## config.mk

```make
export PLATFORM = sky130hd
export DESIGN_NAME = flash_pwr_reset_ctrl
export DESIGN_NICKNAME = d
export VERILOG_FILES = /design/src/rtl/flrs_pkg.sv /design/src/rtl/flrs_rst_filter.sv /design/src/rtl/flrs_sleep_timer.sv /design/src/rtl/flrs_out_hold.sv /design/src/rtl/flash_pwr_reset_ctrl.sv
export SDC_FILE = /design/constraint.sdc
export NUM_CORES = 1
export LEC_CHECK = 0
export CAP_MARGIN = 30
export CORE_AREA = 2 2 54 56
export DETAILED_ROUTE_END_ITERATION = 6
export DIE_AREA = 0 0 56 58
export HOLD_SLACK_MARGIN = 0.08
export PLACE_DENSITY_LB_ADDON = 0.12
export RECOVER_POWER = 50
export SYNTH_ARGS = -nofsm -noshare
export SYNTH_HDL_FRONTEND = slang
export SYNTH_HIERARCHICAL = 1
export SYNTH_SLANG_ARGS = --single-unit
```

## constraint.sdc

```tcl
create_clock -name clk -period 2.22 [get_ports clk]
set_clock_uncertainty 0.1 [all_clocks]
set_input_delay 0.666 -clock clk [delete_from_list [all_inputs] [get_ports clk]]
set_output_delay 0.666 -clock clk [all_outputs]
set_load 0.1 [all_outputs]
```

## src/rtl/flrs_pkg.sv

```systemverilog
// Shared types of the flash reset and auto-sleep controller.
package flrs_pkg;

    // Phase of the hardware-reset handling.
    typedef enum logic [1:0] {
        PH_IDLE    = 2'd0,  // normal operation
        PH_HELD    = 2'd1,  // valid reset accepted, pin still low
        PH_RECOVER = 2'd2   // pin released, recovery interval running
    } rst_phase_t;

endpackage

```

## src/rtl/flrs_rst_filter.sv

```systemverilog
// Hardware reset width filter and reset sequencing.
// Counts consecutive low samples of the reset pin. Once RST_MIN is reached,
// the reset is accepted: a single abort pulse is issued, host access is
// blocked until the pin rises plus RECOV cycles, and an internal-reset
// timer holds the block busy for RDY_BUSY or RDY_IDLE cycles. Which one
// applies depends on whether an operation was running at acceptance.
// Assumes hw_rst_n_i is already synchronous to clk. RST_MIN >= 1, RECOV >= 1.
module flrs_rst_filter
    import flrs_pkg::*;
#(
    parameter int RST_MIN  = 3,
    parameter int RDY_BUSY = 9,
    parameter int RDY_IDLE = 4,
    parameter int RECOV    = 3
) (
    input  logic clk,
    input  logic rst_n,
    input  logic hw_rst_n_i,
    input  logic op_busy_i,
    output logic abort_o,
    output logic block_o,
    output logic int_busy_o
);
    localparam int RDY_MAX = (RDY_BUSY > RDY_IDLE) ? RDY_BUSY : RDY_IDLE;
    localparam int LW = $clog2(RST_MIN + 1);
    localparam int RW = $clog2(RDY_MAX + 1);
    localparam int CW = $clog2(RECOV + 1);

    logic [LW-1:0] low_cnt;
    logic [RW-1:0] int_cnt;
    logic [CW-1:0] rec_cnt;
    rst_phase_t    phase;
    logic          abort_q;
    logic          accept;

    // Accept on the edge that sees the RST_MIN-th consecutive low sample.
    assign accept = !hw_rst_n_i && (low_cnt == LW'(RST_MIN - 1));

    // Saturating count of consecutive low samples of the reset pin.
    always_ff @(posedge clk) begin
        if (!rst_n)
            low_cnt <= '0;
        else if (hw_rst_n_i)
            low_cnt <= '0;
        else if (low_cnt != LW'(RST_MIN))
            low_cnt <= low_cnt + 1'b1;
    end

    // One-cycle abort pulse toward the command sequencer.
    always_ff @(posedge clk) begin
        if (!rst_n)
            abort_q <= 1'b0;
        else
            abort_q <= accept;
    end

    // Internal-reset timer; its length depends on the operation state at acceptance.
    always_ff @(posedge clk) begin
        if (!rst_n)
            int_cnt <= '0;
        else if (accept)
            int_cnt <= op_busy_i ? RW'(RDY_BUSY) : RW'(RDY_IDLE);
        else if (int_cnt != '0)
            int_cnt <= int_cnt - 1'b1;
    end

    // Reset phase: held while the pin is low, then a recovery interval.
    always_ff @(posedge clk) begin
        if (!rst_n) begin
            phase   <= PH_IDLE;
            rec_cnt <= '0;
        end else begin
            case (phase)
                PH_IDLE: begin
                    if (accept)
                        phase <= PH_HELD;
                end
                PH_HELD: begin
                    if (hw_rst_n_i) begin
                        phase   <= PH_RECOVER;
                        rec_cnt <= CW'(RECOV);
                    end
                end
                PH_RECOVER: begin
                    if (accept) begin
                        phase <= PH_HELD;
                    end else if (rec_cnt <= CW'(1)) begin
                        phase   <= PH_IDLE;
                        rec_cnt <= '0;
                    end else begin
                        rec_cnt <= rec_cnt - 1'b1;
                    end
                end
                default: phase <= PH_IDLE;
            endcase
        end
    end

    assign abort_o    = abort_q;
    assign block_o    = (phase != PH_IDLE);
    assign int_busy_o = (int_cnt != '0);

endmodule

```

## src/rtl/flrs_sleep_timer.sv

```systemverilog
// Address-stability timer for automatic sleep.
// Registers the address each cycle and counts edges on which it is unchanged.
// Sleep is reported once SLEEP_CYC stable edges have been seen. Strobes are
// not inputs, so they cannot affect the decision. hold_o marks cycles in
// which the output data must not be refreshed.
module flrs_sleep_timer #(
    parameter int AW        = 4,
    parameter int SLEEP_CYC = 5
) (
    input  logic          clk,
    input  logic          rst_n,
    input  logic [AW-1:0] addr_i,
    output logic          sleep_o,
    output logic          hold_o
);
    localparam int SW = $clog2(SLEEP_CYC + 1);

    logic [AW-1:0] addr_q;
    logic [SW-1:0] st_cnt;
    logic          same;

    assign same = (addr_i == addr_q);

    // Track the previous address.
    always_ff @(posedge clk) begin
        if (!rst_n)
            addr_q <= '0;
        else
            addr_q <= addr_i;
    end

    // Saturating count of stable-address edges; any change restarts it.
    always_ff @(posedge clk) begin
        if (!rst_n)
            st_cnt <= '0;
        else if (!same)
            st_cnt <= '0;
        else if (st_cnt != SW'(SLEEP_CYC))
            st_cnt <= st_cnt + 1'b1;
    end

    assign sleep_o = (st_cnt == SW'(SLEEP_CYC));
    // Freeze the data only while asleep and the address is still unchanged.
    assign hold_o  = sleep_o && same;

endmodule

```

## src/rtl/flrs_out_hold.sv

```systemverilog
// Output data register with hold.
// Loads the array data every cycle unless hold_i is set, so the last value
// stays on the pins during sleep.
module flrs_out_hold #(
    parameter int DW = 8
) (
    input  logic          clk,
    input  logic          rst_n,
    input  logic          hold_i,
    input  logic [DW-1:0] rdata_i,
    output logic [DW-1:0] dout_o
);
    logic [DW-1:0] dout_q;

    // Refresh or hold the presented data.
    always_ff @(posedge clk) begin
        if (!rst_n)
            dout_q <= '0;
        else if (!hold_i)
            dout_q <= rdata_i;
    end

    assign dout_o = dout_q;

endmodule

```

## src/rtl/flash_pwr_reset_ctrl.sv

```systemverilog
// Flash reset and auto-sleep controller (top).
// Combines the reset filter, the sleep timer and the output hold register.
// It derives drive enable, write acceptance, standby and ready/busy from
// the pin strobes. Assumes all inputs are synchronous to clk.
module flash_pwr_reset_ctrl #(
    parameter int AW        = 4,
    parameter int DW        = 8,
    parameter int SLEEP_CYC = 5,
    parameter int RST_MIN   = 3,
    parameter int RDY_BUSY  = 9,
    parameter int RDY_IDLE  = 4,
    parameter int RECOV     = 3
) (
    input  logic          clk,
    input  logic          rst_n,
    input  logic          hw_rst_n_i,
    input  logic [AW-1:0] addr_i,
    input  logic          ce_n_i,
    input  logic          oe_n_i,
    input  logic          we_n_i,
    input  logic          op_busy_i,
    input  logic [DW-1:0] rdata_i,
    output logic [DW-1:0] dout_o,
    output logic          dout_oe_o,
    output logic          wr_req_o,
    output logic          sleep_o,
    output logic          standby_o,
    output logic          rdy_o,
    output logic          abort_o
);
    logic block;
    logic int_busy;
    logic hold;

    flrs_rst_filter #(
        .RST_MIN (RST_MIN),
        .RDY_BUSY(RDY_BUSY),
        .RDY_IDLE(RDY_IDLE),
        .RECOV   (RECOV)
    ) u_rst (
        .clk       (clk),
        .rst_n     (rst_n),
        .hw_rst_n_i(hw_rst_n_i),
        .op_busy_i (op_busy_i),
        .abort_o   (abort_o),
        .block_o   (block),
        .int_busy_o(int_busy)
    );

    flrs_sleep_timer #(
        .AW       (AW),
        .SLEEP_CYC(SLEEP_CYC)
    ) u_sleep (
        .clk    (clk),
        .rst_n  (rst_n),
        .addr_i (addr_i),
        .sleep_o(sleep_o),
        .hold_o (hold)
    );

    flrs_out_hold #(
        .DW(DW)
    ) u_out (
        .clk    (clk),
        .rst_n  (rst_n),
        .hold_i (hold),
        .rdata_i(rdata_i),
        .dout_o (dout_o)
    );

    // Pin-level decode: read drive, write acceptance, standby and ready.
    always_comb begin
        dout_oe_o = !ce_n_i && !oe_n_i && we_n_i && !block;
        wr_req_o  = !ce_n_i && !we_n_i && oe_n_i && !block;
        standby_o = ce_n_i && hw_rst_n_i && !op_busy_i && !int_busy;
        rdy_o     = !op_busy_i && !int_busy;
    end

endmodule

```

### Word-level counts from Yosys, hierarchy flattened

Cells that the tools add are included.

| word-level totals | value |
|---|---|
| register bits after elaboration | 26 |
| latch bits | 0 |
| memory bits (writable) | 0 |
| ROM bits | 0 |
| input bits | 19 |
| output and inout bits | 14 |
| logic and storage cells | 65 |
| memories kept | 0 |

| operators by class | value |
|---|---|
| add/sub/neg operators | 4 |
| multiply operators | 0 |
| divide/modulo/power cells | 0 |
| order comparisons | 1 |
| equality and inequality tests | 11 |
| shift operators | 0 |
| mux-type cells | 12 |
| bitwise logic cells | 1 |
| reductions and logical operators | 28 |

Operator list:

| cell | count |
|---|---|
| 2-bit 2-to-1 mux | 7 |
| 1-bit logical AND | 12 |
| 4-bit 2-to-1 mux | 3 |
| 1-bit logical NOT | 7 |
| 2-bit inequality test, second input constant | 3 |
| 2-bit case mux with 3 select lines | 1 |
| 3-bit AND reduction | 2 |
| 2-bit nonzero test | 3 |
| 2-bit equality test, second input constant | 2 |
| 4-bit equality test | 1 |
| 2-bit case mux with 2 select lines | 1 |
| 4-bit nonzero test | 1 |
| 4-bit by 1-bit subtractor with 4-bit output, second input constant | 1 |
| 3-bit by 1-bit adder with 3-bit output, second input constant | 1 |
| 3-bit equality test, second input constant | 1 |
| 3-bit by 1-bit inequality test with 1-bit output, second input constant | 1 |
| 3-bit inequality test, second input constant | 1 |
| 2-bit by 1-bit adder with 2-bit output, second input constant | 1 |
| 2-bit by 1-bit equality test with 1-bit output, second input constant | 1 |
| 2-bit by 1-bit less-or-equal comparator with 1-bit output, second input constant | 1 |
| 2-bit logical NOT | 1 |
| 2-bit by 1-bit inequality test with 1-bit output, second input constant | 1 |
| 2-bit AND reduction | 1 |
| 2-bit OR reduction | 1 |
| other kinds (2) | 2 |

### Depth between registers and ports, before layout

| logic depth | value |
|---|---|
| depth in word-level cells | 4 |
| depth in mapped cells | 7 |
| mapped depth without buffers | 6 |

### Hierarchy

The synthesis kept the hierarchy.

Modules (own cells, without submodules):

| module | instances | cells an instance | area an instance (um^2) | seq. area each (um^2) |
|---|---|---|---|---|
| flrs_rst_filter | 1 | 60 | 563.0 | 220.2 |
| flrs_sleep_timer | 1 | 30 | 310.3 | 140.1 |
| flrs_out_hold | 1 | 25 | 301.5 | 160.2 |
| flash_pwr_reset_ctrl | 1 | 4 | 33.8 | 0.0 |

### Least setup slack after synthesis

OpenSTA, ideal clock, no wires.

| path | value |
|---|---|
| path kind | reg2out |
| start | register u_rst.phase[0] |
| end | output dout_oe_o |
| data arrival time | 3.873 ns |
| data required time | 1.454 ns |
| slack | -2.419 ns |
| cell stages (with the launch flop) | 4 |
| path buffers | 1 |
| cell sequence | dfxtp_1 > buf_2 > or2_2 > nor4b_1 |

| on the way | value |
|---|---|
| longest elaborated chain between the ends | 3 |

RTL lines:

| element | line | text |
|---|---|---|
| from (decl) | flrs_rst_filter.sv:32 | `rst_phase_t phase;` |
| from (signal assigned) | flrs_rst_filter.sv:70 | `phase <= PH_IDLE;` |
| from (signal assigned) | flrs_rst_filter.sv:76 | `phase <= PH_HELD;` |
| from (signal assigned) | flrs_rst_filter.sv:80 | `phase <= PH_RECOVER;` |
| 2-bit nonzero test | flrs_rst_filter.sv:100 | `assign block_o = (phase != PH_IDLE);` |
| via block | flash_pwr_reset_ctrl.sv:31 | `logic block;` |
| 1-bit logical NOT | flash_pwr_reset_ctrl.sv:73 | `dout_oe_o = !ce_n_i && !oe_n_i && we_n_i && !block;` |
| 1-bit logical AND | flash_pwr_reset_ctrl.sv:73 |  |
| to (decl) | flash_pwr_reset_ctrl.sv:24 | `output logic dout_oe_o,` |

The timed path passes the listed nets, and every way through them passes these cells.

### Worst setup path after layout

| path | value |
|---|---|
| start | register u_rst.int_cnt[0] |
| end | output standby_o |

| on the way | value |
|---|---|
| longest elaborated chain between the ends | 3 |

RTL lines:

| element | line | text |
|---|---|---|
| from (decl) | flrs_rst_filter.sv:30 | `logic [RW-1:0] int_cnt;` |
| from (signal assigned) | flrs_rst_filter.sv:62 | `int_cnt <= op_busy_i ? RW'(RDY_BUSY) : RW'(RDY_IDLE);` |
| from (signal assigned) | flrs_rst_filter.sv:64 | `int_cnt <= int_cnt - 1'b1;` |
| 4-bit nonzero test | flrs_rst_filter.sv:101 | `assign int_busy_o = (int_cnt != '0);` |
| via int_busy | flash_pwr_reset_ctrl.sv:32 | `logic int_busy;` |
| 1-bit logical NOT | flash_pwr_reset_ctrl.sv:75 | `standby_o = ce_n_i && hw_rst_n_i && !op_busy_i && !int_busy;` |
| 1-bit logical AND | flash_pwr_reset_ctrl.sv:75 |  |
| to (decl) | flash_pwr_reset_ctrl.sv:27 | `output logic standby_o,` |

The timed path passes the listed nets, and every way through them passes these cells.

==> impl_results.md <==
- Highest metal layer with signal wires: met4
- GRT Util Overall: 0.169
- Total Wirelength: 2650 microns
- Dominant synthesized flop cell: dfxtp_1
- Outcome: complete, but fails checks
- CP Class: flip-flop to primary output
- Initial antenna violation count: 0
- Placed Cells incl. Taps: 188
- Via count: 1,001
- Core area: roughly 2700 sq um
- Die span in x: 56 microns
- IO Pins: 33
- Most used cell, CP: inv_2
- Most numerous cell in the Yosys netlist: dfxtp_1
- Hold buffer count at CTS: 0
- Crit path max-delay family: simple AND/OR/NAND/NOR gates
- FF+latch count, synth: 26
- Die H: 58 microns
- Reg2Reg Setup Slack: approximately 0.67 ns
- Post-synth top area share: 0.431
- Avg Inst Size Synth: between 10 and 15 sq um
- Min Tclk post-route: 2.39 ns
- Worst-path clk slew: 0.14 ns
- EDFF count, synth: 0
- Critical path required time: between 1 and 1.5 ns
- RSZ-0062 raised after global routing: true
- CP Buf/Inv Count: 3
- Yosys top cell by area: dfxtp_1
- Max FO, Critical Path: 2
- Detail Route met2 WL: about 1400 microns
- Area Overhead vs Synth: 53.5%
- Yosys cell types: 34
- Net count after synthesis: approximately 140
- NetSw: ~560 uW
- HPWL after DPL: ~1900 microns
- Maximum root-to-sink buffer count: 2
- Total CTS buffers: 3
- Row cnt: 19
- Layout filler cell count: around 220
- Normalized max-slew margin: 0.639
- Final hold vios: 0
- Routability cong.: roughly 0.71
- Clock network fraction of design power: 0.198
- Worst-Margin Slew: roughly 0.54 ns
- Setup TNS: -0.272 ns
- Port Buf Inserts: 32
- Cells after Synth: approximately 120
- Layout Cells excl Fill: between 200 and 250
- Final Slew Violations: 0
- Final setup margin: -0.165 ns
- Wire per inst: between 10 and 15 microns
- CTS tree: done
- Syn Std Cell Area: 1210 sq um
- Max incr delay on CP: 0.35 ns
- Total gr overflow: 0
- Worst vdd ir: 0.849 mV
- Critical path cell sequence: inv_2 > ha_4 > nor3b_4 > inv_2 > and4bb_4 > buf_12
- Clock Latency Late Sink: roughly 0.31 ns
- Routed met1 length: ~1100 microns
- Sequential Power Share: 0.348
- First-pass GRT wire length: about 4400 microns
- Diode count: 0
- Final ANT Viol Nets: 0
- Post-route DRC: 0
- P_int: between 1000 and 1500 uW
- Iter 0 DRT Violations: 16
- Post-layout nets: about 200
- CP max-delay cell: dfxtp_2
- Syn. warnings: 6
- Die ar.: between 3000 and 4000 sq um
- Critical Path Sink Type: primary output
- Logic pwr share: 0.454
- Switching portion of total power: 0.342
- Fin util: 0.697
- # Max-Cap Violations: 0
- Synth cell count leaders: 26 x dfxtp_1, 12 x nor2_1, 9 x mux2i_1
- Htree depth: 1
- Count of final setup violators: 2
- Worst Hold Class: flip-flop to flip-flop
- Clock tree sinks: 26
- Pre-Repair DR Iteration Count: 4
- Pin count of the biggest net entering global routing: 16
- CP arrival: roughly 1.6 ns
- Violated checks: setup timing
- Clk root buf: clkbuf_4
- WL met3: between 70 and 80 microns
- Synth top area cells: dfxtp_1 43%, mux2i_1 7.5%, ha_1 6.2%, xnor2_1 5.8%, nor2b_1 4.1%
- Period utilization: 1.07
- Leak: around 0.00075 uW
- Startpoint types: flip-flop
- Vias per inst: a little under 5
- Vias in the first global route: 1,051
- Max frequency: about 420 MHz
- Share of cells above drive strength 1: 0.316
- Pwr/cell area: between 800 and 900 nW/um^2
- Initial Util: 0.454
- FFs w/ async S/R, synth: 0
- Sequential element share of the synthesized area: 0.431
[tightest hold or removal path, stage by stage (launching register included)]
cell and delay [ns]:
dfxtp_1 0.36, mux2i_1 0.08, nor2b_1 0.09
[cells by family after synthesis]
kind of cell | share of synthesized area
mux | 0.0745
simple gates | 0.238
xor+xnor | 0.0652
fa+ha+maj | 0.0621
compound gates | 0.0911
flops | 0.431
buf+inv | 0.0383
[registers in the layout, summed over array words and instances, names as in the netlist]
| name | count |
|---|---|
| u_rst/low_cnt | 2 |
| u_rst/int_cnt | 4 |
| u_rst/abort_o | 1 |
| u_rst/rec_cnt | 2 |
| u_out/dout_o | 8 |
| u_sleep/addr_q | 4 |
| u_sleep/st_cnt | 3 |
| u_rst/phase | 2 |
[per-stage QoR]
stage	setup WS, ns	hold slack [ns]	cell area [sq um]	power, uW
4_1_cts	-0.169	0.477	1930	1630
2_1_floorplan	-0.301	0.385	1250	970
3_5_place_dp	-0.332	0.442	1800	1200
6_report	-0.165	0.457	1860	1630
3_3_place_gp	-0.288	0.400	1800	1180
5_1_grt	-0.225	0.492	1860	1720
[metal layers]
layer | GRT usage | vias to the layer above
met5 | 0 | -
met1 | 0.190 | 469
met2 | 0.323 | 18
met3 | 0.0246 | 4
li1 | - | 510
met4 | 0.0612 | 0
[worst paths after layout]
check                          to               from  cells after the start
hold reg to reg   u_out/dout_o[4]    u_out/dout_o[4]                      2
setup / recovery        standby_o   u_rst/int_cnt[0]                      6
hold / removal    u_out/dout_o[4]    u_out/dout_o[4]                      2
setup reg to reg  u_out/dout_o[7]  u_sleep/st_cnt[0]                      6
[layout make-up]
type | instances | area (sq um) | share of cell area
clock buffer | 3 | 22.5 | 0.0121
inverter | 8 | 30.0 | 0.0162
sequential | 26 | 528 | 0.285
tap | 31 | 38.8 | 0.0209
timing repair buffer | 50 | 505 | 0.272
multi-input combinational | 83 | 701 | 0.378
clock inverter | 1 | 30.0 | 0.0162
[what timing repair did]
action | in CTS | in global routing
setup buffers | 8 | 2
endpoints found under the setup margin | 4 | 5
pin swaps | 3 | 2
resized for setup | 15 | 3
[layout by cell type, fill, tap and decap left out, types with 2 or more instances in the layout]
master / instances
and2_1: 3
nor4b_4: 2
nor2b_1: 8
buf_4: 14
buf_12: 9
o21a_1: 4
a21oi_1: 3
clkdlybuf4s50_1: 13
dfxtp_1: 22
ha_1: 5
nor2_1: 11
clkdlybuf4s15_1: 2
clkbuf_4: 3
xnor2_1: 8
dfxtp_2: 3
nor4b_1: 2
and2_0: 2
o31a_1: 2
inv_2: 4
inv_1: 4
clkbuf_2: 5
clkbuf_1: 4
nand2b_1: 3
mux2i_1: 9
[power by group through the flow]
stage / logic (uW) / clock network, uW / registers, uW
final: 740 / 322 / 566
after global routing: 796 / 349 / 571
after CTS: 730 / 335 / 567
after detailed placement: 627 / 0 / 577
after global placement: 612 / 0 / 573
after floorplan: 349 / 0 / 621
(Power assumes the default switching activity.)
